[src/rtl/tx4b5b_pkg.sv]
package tx4b5b_pkg;
  localparam int NIB_W = 4;
  localparam int CG_W  = 5;

  typedef logic [NIB_W-1:0] nib_t;
  typedef logic [CG_W-1:0]  cg_t;

  localparam cg_t CG_IDLE = 5'b11111;
  localparam cg_t CG_J    = 5'b11000;
  localparam cg_t CG_K    = 5'b10001;
  localparam cg_t CG_T    = 5'b01101;
  localparam cg_t CG_R    = 5'b00111;

  // ST_J is only reached when a frame restarts during R
  typedef enum logic [2:0] {ST_IDLE, ST_J, ST_K, ST_DATA, ST_R} st_e;
  typedef enum logic [2:0] {SEL_IDLE, SEL_J, SEL_K, SEL_DATA, SEL_T, SEL_R} sel_e;

  function automatic cg_t enc_nibble(nib_t n);
    case (n)
      4'h0: return 5'b11110;  4'h1: return 5'b01001;
      4'h2: return 5'b10100;  4'h3: return 5'b10101;
      4'h4: return 5'b01010;  4'h5: return 5'b01011;
      4'h6: return 5'b01110;  4'h7: return 5'b01111;
      4'h8: return 5'b10010;  4'h9: return 5'b10011;
      4'hA: return 5'b10110;  4'hB: return 5'b10111;
      4'hC: return 5'b11010;  4'hD: return 5'b11011;
      4'hE: return 5'b11100;  default: return 5'b11101;
    endcase
  endfunction

  function automatic cg_t ctrl_code(sel_e s);
    case (s)
      SEL_J:   return CG_J;
      SEL_K:   return CG_K;
      SEL_T:   return CG_T;
      SEL_R:   return CG_R;
      default: return CG_IDLE;
    endcase
  endfunction
endpackage

[src/rtl/tx4b5b_datamap.sv]
module tx4b5b_datamap
  import tx4b5b_pkg::*;
(
  input  nib_t nib,
  output cg_t  cg
);
  assign cg = enc_nibble(nib);
endmodule

[src/rtl/tx4b5b_ctrl.sv]
module tx4b5b_ctrl
  import tx4b5b_pkg::*;
(
  input  logic clk,
  input  logic rst_n,
  input  logic slot,
  input  logic tx_en,
  output st_e  state_q,
  output sel_e sel,
  output logic ev_sof,
  output logic ev_eof
);
  st_e nxt;

  always_comb begin
    nxt = state_q;
    sel = SEL_IDLE;
    case (state_q)
      ST_IDLE: if (tx_en) begin sel = SEL_J; nxt = ST_K; end
      ST_J:    begin sel = SEL_J; nxt = ST_K; end
      ST_K:    begin sel = SEL_K; nxt = ST_DATA; end
      ST_DATA: begin
        if (tx_en) sel = SEL_DATA;
        else begin sel = SEL_T; nxt = ST_R; end
      end
      ST_R:    begin sel = SEL_R; nxt = tx_en ? ST_J : ST_IDLE; end
      default: nxt = ST_IDLE;
    endcase
  end

  always_ff @(posedge clk) begin
    if (!rst_n)    state_q <= ST_IDLE;
    else if (slot) state_q <= nxt;
  end

  assign ev_sof = slot && (sel == SEL_J);
  assign ev_eof = slot && (sel == SEL_T);
endmodule

[src/rtl/tx4b5b_outreg.sv]
module tx4b5b_outreg
  import tx4b5b_pkg::*;
(
  input  logic clk,
  input  logic rst_n,
  input  logic slot,
  input  sel_e sel,
  input  cg_t  data_cg,
  output cg_t  cg_q,
  output logic cg_vld
);
  cg_t pick;
  assign pick = (sel == SEL_DATA) ? data_cg : ctrl_code(sel);

  always_ff @(posedge clk) begin
    if (!rst_n) begin
      cg_q   <= CG_IDLE;
      cg_vld <= 1'b0;
    end else begin
      cg_vld <= slot;
      if (slot) cg_q <= pick;
    end
  end
endmodule

[src/rtl/tx4b5b_encoder.sv]
module tx4b5b_encoder
  import tx4b5b_pkg::*;
(
  input  logic             clk,
  input  logic             rst_n,
  input  logic             nib_en,
  input  logic             tx_en,
  input  logic [NIB_W-1:0] tx_nib,
  output logic [CG_W-1:0]  cg_q,
  output logic             cg_vld
);
  st_e  st_w;
  sel_e sel_w;
  cg_t  data_cg_w;
  logic ev_sof_w;
  logic ev_eof_w;

  tx4b5b_datamap u_map (.nib(tx_nib), .cg(data_cg_w));

  tx4b5b_ctrl u_ctrl (
    .clk(clk), .rst_n(rst_n), .slot(nib_en), .tx_en(tx_en),
    .state_q(st_w), .sel(sel_w), .ev_sof(ev_sof_w), .ev_eof(ev_eof_w)
  );

  tx4b5b_outreg u_out (
    .clk(clk), .rst_n(rst_n), .slot(nib_en), .sel(sel_w),
    .data_cg(data_cg_w), .cg_q(cg_q), .cg_vld(cg_vld)
  );
endmodule

[config.mk]
export PLATFORM = sky130hd
export DESIGN_NAME = tx4b5b_encoder
export DESIGN_NICKNAME = d
export VERILOG_FILES = /design/src/rtl/tx4b5b_pkg.sv /design/src/rtl/tx4b5b_datamap.sv /design/src/rtl/tx4b5b_ctrl.sv /design/src/rtl/tx4b5b_outreg.sv /design/src/rtl/tx4b5b_encoder.sv
export SDC_FILE = /design/constraint.sdc
export NUM_CORES = 1
export LEC_CHECK = 0
export CAP_MARGIN = 20
export CORE_AREA = 4 4 41 43
export DETAILED_ROUTE_END_ITERATION = 10
export DIE_AREA = 0 0 45 47
export PLACE_DENSITY = 0.67
export SETUP_SLACK_MARGIN = 0.1
export SKIP_CTS_REPAIR_TIMING = 1
export SYNTH_ARGS = -nofsm -noshare
export SYNTH_HDL_FRONTEND = slang
export SYNTH_SLANG_ARGS = --single-unit
[constraint.sdc]
create_clock -name clk -period 4 [get_ports clk]
set_clock_uncertainty 0.15 [all_clocks]
set_input_delay 0.4 -clock clk [delete_from_list [all_inputs] [get_ports clk]]
set_output_delay 0.4 -clock clk [all_outputs]
set_load 0.05 [all_outputs]
======== After elaboration in Yosys (flattened, before gate mapping) ========
Memories as Yosys holds them, arrays and structs flattened.
Cells that the tools add are included.
storage, ports and cells
  input port bits ......................... 8
  bits in latches ......................... 0
  memories kept ........................... 1
  logic and storage cells ................. 25
  bits in writable memories ............... 0
  memory bits (read-only) ................. 80
  output and inout port bits .............. 6
  flip-flop bits (word level) ............. 9
operators by class
  $mul .................................... 0
  reductions and logical operators ........ 2
  div/mod/pow operators ................... 0
  bitwise operators ....................... 0
  shift operators ......................... 0
  $lt $le $gt $ge ......................... 0
  eq/ne operators ......................... 11
  mux-type cells .......................... 8
  $add $sub $neg .......................... 0
memory list
  name             words  bits a word  rd ports  clocked after memory_dff  write ports  RTL line          RTL
  (no name shown)  16     5            1         0                         0            tx4b5b_pkg.sv:19  case (n)
operators with widths
  kind                  count
  $pmux W3 S5           2
  $pmux W5 S4           1
  $eq A3 B2 Y1 const B  4
  $eq A3 B3 Y1 const B  3
  $mux W3               3
  $eq A3 B1 Y1 const B  2
  $mux W5               1
  $ne A2 B2 Y1 const B  2
  $logic_not A3 Y1      1
  $reduce_and A3 Y1     1
  $mux W1               1

======== Depth between registers and ports, before layout ========
Gate-level depths: netlist of the first run.
  depth in word-level cells ............... 5
  gate-level depth with buffers ........... 5
  gate-level depth less buffers ........... 4

======== Cells and area by module ========
From an unflattened synthesis of the first run, not the netlist that was laid out.
unflattened totals
  cells, all modules ...................... 68
  area, all modules ....................... 559.3 um^2
modules (own cells, without submodules)
  module          seq. area each (um^2)  area each (um^2)  times used  cells an instance
  tx4b5b_outreg   120.1                  270.3             1           30
  tx4b5b_ctrl     60.1                   224.0             1           29
  tx4b5b_datamap  0.0                    65.1              1           9

======== Worst setup path before layout of the first run ========
No wires, ideal clock.
  path type ............................... input-to-reg
  start ................................... input tx_en
  end ..................................... register u_out.cg_q[2]
  path slack .............................. 2.626 ns
  cell stages on the path ................. 5
  path buffers ............................ 1
  setup time .............................. 0.060 ns
  data arrival time ....................... 1.164 ns
  path through ............................ buf_2 -> or3_4 -> a32oi_1 -> mux2i_1 -> nand2_1
between the ends
  word-level cells in the longest chain between the ends .. 5
  elaborated cells between the ends (all ways) .. 10
  those cells by class .................... eq/ne (5); mux (5)
RTL lines
  item                                        RTL line                              RTL
  start: declaration                          tx4b5b_encoder.sv:7                   input logic tx_en,
  $mux W3 or $mux W1 (tied branches)          tx4b5b_ctrl.sv:23, tx4b5b_ctrl.sv:19
  $pmux W3 S5 *                               tx4b5b_ctrl.sv:18                     case (state_q)
  $eq A3 B3 Y1, or another cell as far along  tx4b5b_pkg.sv:32                      case (s)
  $pmux W5 S4                                 tx4b5b_pkg.sv:32
  $mux W5 *                                   tx4b5b_outreg.sv:13                   assign pick = (sel == SEL_DATA) ? data_cg : ctrl_code(sel);
  end signal: assignment                      tx4b5b_outreg.sv:21                   if (slot) cg_q <= pick;
  end: declaration                            tx4b5b_outreg.sv:9                    output cg_t cg_q,
Every way passes the cells marked *; elsewhere a longest branch is shown, timed or not.
A chain may end at the register's enable or synchronous reset.

======== Worst setup path after layout of the first run ========
  start ................................... register u_out.cg_q[1]
  end ..................................... output cg_q[1]
RTL lines
  item              RTL line             RTL
  end: declaration  tx4b5b_encoder.sv:9  output logic [CG_W-1:0] cg_q,
No word-level cell between the ends.

==> results of run 1 <==
## logic make-up after synthesis
| kind of cell | count (synthesis) |
|---|---|
| multiplexers | 1 |
| buffers and inverters | 8 |
| AND/OR/NAND/NOR | 25 |
| AO/OA/AOI/OAI | 20 |
| XOR/XNOR | 1 |
| flip-flops | 9 |
## worst paths after layout
| kind | start | endpoint | slack, ns | cells after the start |
|---|---|---|---|---|
| max | u_out.cg_q[1] | cg_q[1] | 2.03 | 1 |
| min | u_out.cg_q[2] | u_out.cg_q[2] | 0.32 | 2 |
| max reg2reg | u_ctrl.state_q[0] | u_out.cg_q[3] | 2.58 | 4 |
| min reg2reg | u_out.cg_q[2] | u_out.cg_q[2] | 0.32 | 2 |
## sequential cells by signal, indices dropped and copies added (netlist names)
| name | flops |
|---|---|
| u_ctrl.state_q | 3 |
| u_out.cg_q | 5 |
| u_out.cg_vld | 1 |
## where the power goes
group / switching [mW] / internal (mW) / total [mW] / leakage [nW]
logic: 0.0293 / 0.0225 / 0.0518 / 0.144
registers: 0.00570 / 0.0952 / 0.101 / 0.0743
clock network: 0.0324 / 0.0385 / 0.0709 / 0.0150
total: 0.0674 / 0.156 / 0.224 / 0.233
## layout make-up
| class | instances | area (sq um) | share of cell area [%] |
|---|---|---|---|
| Multi-Input combinational cell | 47 | 288 | 44.2 |
| Sequential cell | 9 | 180 | 27.7 |
| Timing Repair Buffer | 13 | 130 | 20.0 |
| Clock buffer | 4 | 26.3 | 4.04 |
| Tap cell | 15 | 18.8 | 2.88 |
| Inverter | 2 | 7.51 | 1.15 |
## layout by cell type, fill, tap and decap left out, types with 2 or more instances in the layout
cell,netlist,routed
nor2_1,5,5
clkdlybuf4s50_1,0,13
dfxtp_1,9,9
a21oi_1,4,4
nand2_1,6,6
a32oi_1,4,4
o211ai_1,2,2
nor2b_1,4,4
inv_1,2,2
nand3_1,3,3
clkbuf_4,0,3
o21ai_0,4,4
## routing by layer
| layer | routed length (um) | part of all wire, % |
|---|---|---|
| met3 | 91 | 8.3 |
| met2 | 403 | 37 |
| met5 | 0 | 0 |
| met4 | 35 | 3.2 |
| met1 | 568 | 52 |
==> qor.yml, run 1 <==
pwr:
  power_leakage_nw: 0.233
  vdd_drop_max_v: 0.000171
  finalPower_uw: 224
  p_per_area_nw_per_um2: 344
clock_network:
  clockBufferDepth: 2
  clkTransAtPathRegs_ns: 0.06
  htreeDepth: 1
  clock-sinks: 9
  cts_buffers: 3
  clock_latency_ns: 0.26
  tritoncts: "done"
  clock-root-buffer: "clkbuf_4"
routing:
  via_per_inst: 5.41
  wl_per_cell_um: 12.2
  drc: 0
  drt-initial-drc-count: 12
  dr_total_vias: 487
  drt_pass1_iterations: 4
  wl_mm: 1.10
  ant_nets: 0
timing:
  fin_setup_tns_ns: 0
  setup_viol_count_final: 0
  post-route-min-period_ns: 1.97
  max_freq_ghz: 0.508
  setup_ws_ns: 2.03
  period_share_pct: 49.2
  hold_viol: 0
  worst_pin_slew_ns: 0.494
  final_max_slew_viol_count: 0
  whs_ns: 0.324
  rsz0062_at_grt: "no"
  slew_headroom_pct: 67.0
yosys:
  synth_cell_types: 28
  synth_top_family_by_area: "simple AND/OR/NAND/NOR gates"
  synth_fa_ha_area_share_pct: 0
  synth_most_common_cell: "dfxtp_1"
  synth_compound_area_share_pct: 25.7
  synthTopCellsByCount: "dfxtp_1 (9), nand2_1 (6), nor2_1 (5)"
  ys_ff_latch: 9
  avgSynthCellArea_sq_um: 7.98
  synthArstFlopShare_pct: 0
  synth.area.top_cells: "dfxtp_1 (35%), a32oi_1 (6.9%), nor2b_1 (4.9%)"
  synth_edf_count: 0
  synth_simple_gate_area_share_pct: 27.0
  synth_mux_area_share_pct: 1.96
  ys_warn_count: 0
  ys.flop_type: "dfxtp_1"
  synth_seq_area_share_pct: 35.3
  syn_nets: 72
  synthXorXnorAreaFrac_pct: 1.72
  synth_area_leader_cell: "dfxtp_1"
  synth_top_cell_area_share_pct: 35.3
  synth_cells: 64
  syn_area_sq_um: 510
placement:
  gp_congestion: 0.743
  portBuffers: 13
  dpl.hpwl_um: 764
  place_inst: 86
  postPlaceCellArea_sq_um: 624
  dp_slack_ns: 2.04
global_routing:
  met2_usage_pct: 14.4
  antenna_found_initial: 0
  met3_usage_pct: 2.30
  track_usage_pct: 11.4
  grt_max_degree: 15
  grtUsageMet1_pct: 16.5
  grt_overflow_total: 0
  grt_pass1_vias: 394
  grt_pass1_wl_mm: 1.71
  top_usage_layer: "met1"
worst_setup_path:
  critical_path_buf_inv_count: 1
  path_max_fanout: 2
  crit_type: "reg -> out"
  cp.arrival_ns: 1.42
  crit_family: "buffers and inverters"
  worst_ep_required_time_ns: 3.45
  critPathCaptureType: "output port"
  crit_path_cell_trace: "clkdlybuf4s50_1"
  worstSetupStartpointType: "flip-flop"
  crit_path_top_delay_cell: "clkdlybuf4s50_1"
  max_stage_delay_ns: 0.81
min_path:
  min_path_type: "reg -> reg"
cells_and_area:
  drive_gt1_share_pct: 5.33
  final-instance-count-excl-fill: 90
  antenna_cells: 0
  fin_util_pct: 50.0
  fin_area_sq_um: 651
  synthToLayoutAreaGrowth_pct: 27.5
  nNetsFinal: 84
  fillers: 141
die:
  die_w_um: 45
  dieHeight_um: 47
  core_sq_um: 1300
  num_rows: 13
  die_area_sq_um: 2120
  start_util_pct: 39.2
  num_io_pins: 14
run:
  maxCapViolCount: 0
outcome:
  outcome: "finished clean"
(Power assumes the default switching activity.)
==> inputs of run 2 (changes only) <==
--- a/config.mk
+++ b/config.mk
@@ -9,7 +9,7 @@
 export CORE_AREA = 4 4 41 43
 export DETAILED_ROUTE_END_ITERATION = 10
 export DIE_AREA = 0 0 45 47
-export PLACE_DENSITY = 0.67
+export PLACE_DENSITY = 0.7
 export SETUP_SLACK_MARGIN = 0.1
 export SKIP_CTS_REPAIR_TIMING = 1
 export SYNTH_ARGS = -nofsm -noshare
==> constraint.sdc (replaced) <==
create_clock -name clk -period 1.6 [get_ports clk]
set_clock_uncertainty 0.15 [all_clocks]
set_input_delay 0.16 -clock clk [delete_from_list [all_inputs] [get_ports clk]]
set_output_delay 0.16 -clock clk [all_outputs]
set_load 0.05 [all_outputs]
==> qor.yml, run 2 (same netlist as run 1, synthesis figures left out) <==
worst_setup_path:
  worst_ep_required_time_ns: 1.59  # was 3.45 ns
  max_stage_delay_ns: 0.53  # was 0.81 ns
  path_common_cell: "o211ai_1"
  crit_path_cell_trace: "clkdlybuf4s50_1, and4b_1, o211ai_1, o211ai_1, nand3_1"  # was clkdlybuf4s50_1
  crit_type: "in -> reg"  # was reg -> out
  worstSetupStartpointType: "input pin"  # was flip-flop
  critical_path_buf_inv_count: 1  # unchanged
  crit_path_top_delay_cell: "clkdlybuf4s50_1"  # unchanged
  path_max_fanout: 5  # was 2
  r2r_setup_slack_ns: 0.31  # was 2.58 ns
  critPathCaptureType: "flip-flop"  # was output port
  crit_family: "buffers and inverters"  # unchanged
  cp.arrival_ns: 1.29  # was 1.42 ns
timing:
  fin_setup_tns_ns: 0  # unchanged
  hold_viol: 0  # unchanged
  slew_headroom_pct: 83.0  # was 67.0%
  period_share_pct: 81.2
  post-route-min-period_ns: 1.30
  setup_viol_count_final: 0  # unchanged
  max_freq_ghz: 0.770
  rsz0062_at_grt: "no"  # unchanged
  final_max_slew_viol_count: 0  # unchanged
  worst_pin_slew_ns: 0.252  # was 0.494 ns
routing:
  via_per_inst: 5.15  # was 5.41
  dr_total_vias: 500  # was 487
  ant_nets: 0  # unchanged
  drt-initial-drc-count: 10  # was 12
  drc: 0  # unchanged
  wl_mm: 1.11  # was 1.10 mm
  drt_pass1_iterations: 4  # unchanged
  wl_per_cell_um: 11.5  # was 12.2 um
placement:
  gp_congestion: 0.782  # was 0.743
  postPlaceCellArea_sq_um: 662  # was 624 sq um
  dpl.hpwl_um: 832  # was 764 um
  portBuffers: 13  # unchanged
die:
  num_rows: 13  # unchanged
  core_sq_um: 1300  # unchanged
  num_io_pins: 14  # unchanged
  die_w_um: 45  # unchanged
  dieHeight_um: 47  # unchanged
  die_area_sq_um: 2120  # unchanged
  start_util_pct: 39.2  # unchanged
pwr:
  power_leakage_nw: 0.270  # was 0.233 nW
  internal_power_uw: 397  # was 156 uW
  p_per_area_nw_per_um2: 817  # was 344 nW/um^2
  swShare_pct: 29.6  # was 30.2%
  seqPwrFrac_pct: 44.9  # was 45.1%
  pwr-share-comb_pct: 24.5  # was 23.1%
  p_sw_uw: 167  # was 67.4 uW
  vdd_drop_max_v: 0.000382  # was 0.000171 V
  p_clk_share_pct: 30.7  # was 31.7%
clock_network:
  htreeDepth: 1  # unchanged
  clock-sinks: 9  # unchanged
  clock_latency_ns: 0.26  # about the same
  clock-root-buffer: "clkbuf_4"  # unchanged
  clockBufferDepth: 2  # unchanged
  tritoncts: "done"  # unchanged
  clkTransAtPathRegs_ns: 0.06  # about the same
  cts_buffers: 3  # unchanged
global_routing:
  antenna_found_initial: 0  # unchanged
  grt_pass1_vias: 384  # was 394
  track_usage_pct: 10.9  # was 11.4%
  grt_max_degree: 12  # was 15
  grt_pass1_wl_mm: 1.61  # was 1.71 mm
  grt_overflow_total: 0  # unchanged
run:
  maxCapViolCount: 0  # unchanged
cells_and_area:
  final_common_cell: "buf_4"  # was clkdlybuf4s50_1
  nNetsFinal: 91  # was 84
  mostFrequentLayoutCells: "buf_4 (13), clkdlybuf4s50_1 (7), dfxtp_1 (7)"  # was clkdlybuf4s50_1 (13), dfxtp_1 (9), nand2_1 (6)
  fin_util_pct: 53.1  # was 50.0%
  drive_gt1_share_pct: 23.2  # was 5.33%
  largest_reg_flops: 5  # unchanged
  fillers: 135  # was 141
  largest_register: "u_out.cg_q"  # unchanged
  fin_area_sq_um: 691  # was 651 sq um
  top_regs: "u_out.cg_q x5, u_ctrl.state_q x3, u_out.cg_vld x1"  # unchanged
  synthToLayoutAreaGrowth_pct: 35.3  # was 27.5%
  antenna_cells: 0  # unchanged
outcome:
  outcome: "finished clean"  # unchanged
min_path:
  min_path_type: "reg -> reg"  # unchanged
-- run 2: cell types whose count changed in the layout (fill, tap and decap cells not counted), sizes merged --
cell and delta:
clkdlybuf4s50 -6, buf +13
-- run 2: per-layer routing --
metal | routed length (um) | track usage [%] | vias up
met2 | 483 | 16.9 | 17
met3 | 93 | 2.68 | 2
met1 | 522 | 13.5 | 213
met4 | 15 | 7.02 | 0
li1 | - | - | 268
met5 | 0 | 0 | -
-- run 2: final cells by class --
type / instances / area (sq um) / area share [%]
clock buffers: 4 / 26.3 / 3.80
inverters: 2 / 7.51 / 1.09
multi-input cells: 47 / 288 / 41.7
flip-flops and latches: 9 / 183 / 26.4
well taps: 15 / 18.8 / 2.72
repair buffers: 20 / 168 / 24.3
-- run 2: worst min-delay path, stage by stage (launching register included) --
cell     delay [ns]
dfxtp_1        0.33
mux2i_1        0.06
nand2_1        0.06
-- run 2: final timing paths --
check,startpoint,endpoint,depth (start not counted)
min reg2reg,u_out.cg_q[2],u_out.cg_q[2],2
max reg2reg,u_ctrl.state_q[0],u_out.cg_q[3],4
max,tx_en,u_out.cg_q[3],5
min,u_out.cg_q[2],u_out.cg_q[2],2
-- run 2: power groups by stage --
| stage | clock network, mW | registers [mW] | logic, mW |
|---|---|---|---|
| 3_5_place_dp | 0 | 0.257 | 0.138 |
| 3_3_place_gp | 0 | 0.256 | 0.138 |
| 2_1_floorplan | 0 | 0.283 | 0.0611 |
| 4_1_cts | 0.182 | 0.252 | 0.138 |
| 5_1_grt | 0.196 | 0.255 | 0.147 |
| 6_report | 0.173 | 0.253 | 0.138 |
-- run 2: through the flow --
step                worst slack (ns)  hold WS [ns]  power, mW  cells
floorplan                      0.324         0.167      0.344     64
global placement              0.0551         0.316      0.394     93
detailed placement            0.0331         0.317      0.394     93
CTS                            0.189         0.333      0.572     97
global route                   0.198         0.364      0.598     97
finish                         0.301         0.327      0.564     97
==> inputs of run 3 (changes only) <==
--- a/config.mk
+++ b/config.mk
@@ -9,7 +9,7 @@
 export CORE_AREA = 4 4 41 43
 export DETAILED_ROUTE_END_ITERATION = 10
 export DIE_AREA = 0 0 45 47
-export PLACE_DENSITY = 0.7
+export PLACE_DENSITY = 0.67
 export SETUP_SLACK_MARGIN = 0.1
 export SKIP_CTS_REPAIR_TIMING = 1
 export SYNTH_ARGS = -nofsm -noshare
==> constraint.sdc (replaced) <==
create_clock -name clk -period 1.2 [get_ports clk]
set_clock_uncertainty 0.15 [all_clocks]
set_input_delay 0.12 -clock clk [delete_from_list [all_inputs] [get_ports clk]]
set_output_delay 0.12 -clock clk [all_outputs]
set_load 0.05 [all_outputs]
==> qor.yml, run 3 (same netlist as run 1, synthesis figures left out) <==
clock_network:
  cts_buffers: 3  # unchanged
  clkTransAtPathRegs_ns: 0.07  # was 0.06 ns
  htreeDepth: 1  # unchanged
  tritoncts: "done"  # unchanged
  clock-root-buffer: "clkbuf_4"  # unchanged
  clock_latency_ns: 0.27  # was 0.26 ns
  clockBufferDepth: 2  # unchanged
  clock-sinks: 9  # unchanged
placement:
  portBuffers: 13  # unchanged
  place_inst: 102  # was 93
  postPlaceCellArea_sq_um: 806  # was 662 sq um
  dpl.hpwl_um: 997  # was 832 um
  gp_congestion: 0.833  # was 0.782
cells_and_area:
  largest_register: "u_out.cg_q"  # unchanged
  drive_gt1_share_pct: 40.7  # was 23.2%
  nNetsFinal: 100  # was 91
  antenna_cells: 0  # unchanged
  synthToLayoutAreaGrowth_pct: 70.3  # was 35.3%
  mostFrequentLayoutCells: "buf_4 (16), buf_12 (6), nand2_1 (5), clkdlybuf4s50_1 (5), dfxtp_1 (5)"  # was buf_4 (13), clkdlybuf4s50_1 (7), dfxtp_1 (7)
  top_regs: "u_out.cg_q x5, u_ctrl.state_q x3, u_out.cg_vld x1"  # unchanged
  fin_util_pct: 66.8  # was 53.1%
  final_common_cell: "buf_4"  # unchanged
  fillers: 108  # was 135
  fin_area_sq_um: 870  # was 691 sq um
  final-instance-count-excl-fill: 106  # was 97
  largest_reg_flops: 5  # unchanged
pwr:
  power_leakage_nw: 0.372  # was 0.270 nW
  vdd_drop_max_v: 0.000578  # was 0.000382 V
  p_per_area_nw_per_um2: 966  # was 817 nW/um^2
die:
  num_io_pins: 14  # unchanged
  start_util_pct: 39.2  # unchanged
  num_rows: 13  # unchanged
  core_sq_um: 1300  # unchanged
  die_w_um: 45  # unchanged
  dieHeight_um: 47  # unchanged
  die_area_sq_um: 2120  # unchanged
worst_setup_path:
  cp.arrival_ns: 1.29  # about the same
  path_max_fanout: 4  # was 5
  worstSetupStartpointType: "flip-flop"  # was input pin
  crit_type: "reg -> reg"  # was in -> reg
  r2r_cells: 4  # unchanged
  critPathCaptureType: "flip-flop"  # unchanged
  worst_ep_required_time_ns: 1.27  # was 1.59 ns
timing:
  hold_viol: 0  # unchanged
  period_share_pct: 102
  worst_pin_slew_ns: 0.175  # was 0.252 ns
  post-route-min-period_ns: 1.22
  rsz0062_at_grt: "yes"  # was no
  max_freq_ghz: 0.817
  fin_setup_tns_ns: -0.0233  # was 0 ns
  setup_viol_count_final: 1  # was 0
  setup_ws_ns: -0.0233  # was 0.301 ns
  final_max_slew_viol_count: 0  # unchanged
  slew_headroom_pct: 88.2  # was 83.0%
outcome:
  failed_checks: "negative setup slack"
  outcome: "finished with violations"  # was finished clean
routing:
  ant_nets: 0  # unchanged
  drt_pass1_iterations: 2  # was 4
  drt-initial-drc-count: 12  # was 10
  wl_mm: 1.30  # was 1.11 mm
  wl_per_cell_um: 12.2  # was 11.5 um
  via_per_inst: 5.33  # was 5.15
  dr_total_vias: 565  # was 500
  drc: 0  # unchanged
min_path:
  min_path_type: "in -> reg"  # was reg -> reg
  worstHoldPathCells: 3  # was 2
run:
  maxCapViolCount: 0  # unchanged
global_routing:
  grt_overflow_total: 0  # unchanged
  antenna_found_initial: 0  # unchanged
  track_usage_pct: 14.5  # was 10.9%
  grt_pass1_wl_mm: 2.13  # was 1.61 mm
  grt_pass1_vias: 538  # was 384
  grt_max_degree: 11  # was 12
==> run 3: layer usage <==
metal | routed length (um) | share of wire [%] | track usage (%) | up-vias
met5 | 0 | 0 | 0 | -
met4 | 27 | 2.1 | 8.19 | 0
met3 | 78 | 6.0 | 7.28 | 7
met2 | 659 | 51 | 23.2 | 12
met1 | 530 | 41 | 15.6 | 261
li1 | - | - | - | 285
==> run 3: area by class of cell <==
cell class	count	area [sq um]	share of cell area, %
tap	15	18.8	2.16
timing repair buffer	29	315	36.3
multi-input combinational	47	317	36.4
clock buffer	4	26.3	3.02
sequential	9	185	21.3
inverter	2	7.51	0.863
==> run 3: critical path, stage by stage (launching register included) <==
cell     delay [ns]
dfxtp_2        0.34
or3_4          0.39
a32oi_1        0.15
mux2i_1        0.09
nand2_1        0.06
==> run 3: power by group <==
group	internal [mW]	switching (mW)	total, mW
logic	0.141	0.121	0.261
registers	0.320	0.0190	0.339
clock network	0.128	0.112	0.240
==> run 3: path summary, 6_finish.rpt <==
kind                     startpoint           endpoint  slack, ns
setup / recovery  u_ctrl.state_q[0]      u_out.cg_q[2]      -0.02
hold / removal               nib_en  u_ctrl.state_q[0]       0.11
setup reg to reg  u_ctrl.state_q[0]      u_out.cg_q[2]      -0.02
hold reg to reg       u_out.cg_q[3]      u_out.cg_q[3]       0.36
==> run 3: through the flow <==
stage	power (mW)	hold WS, ns	setup WS (ns)
after floorplan	0.463	0.128	-0.0742
after global placement	0.592	0.366	-0.295
after detailed placement	0.594	0.372	-0.332
after CTS	0.837	0.384	-0.0484
after global routing	0.890	0.155	-0.0999
final	0.840	0.110	-0.0233
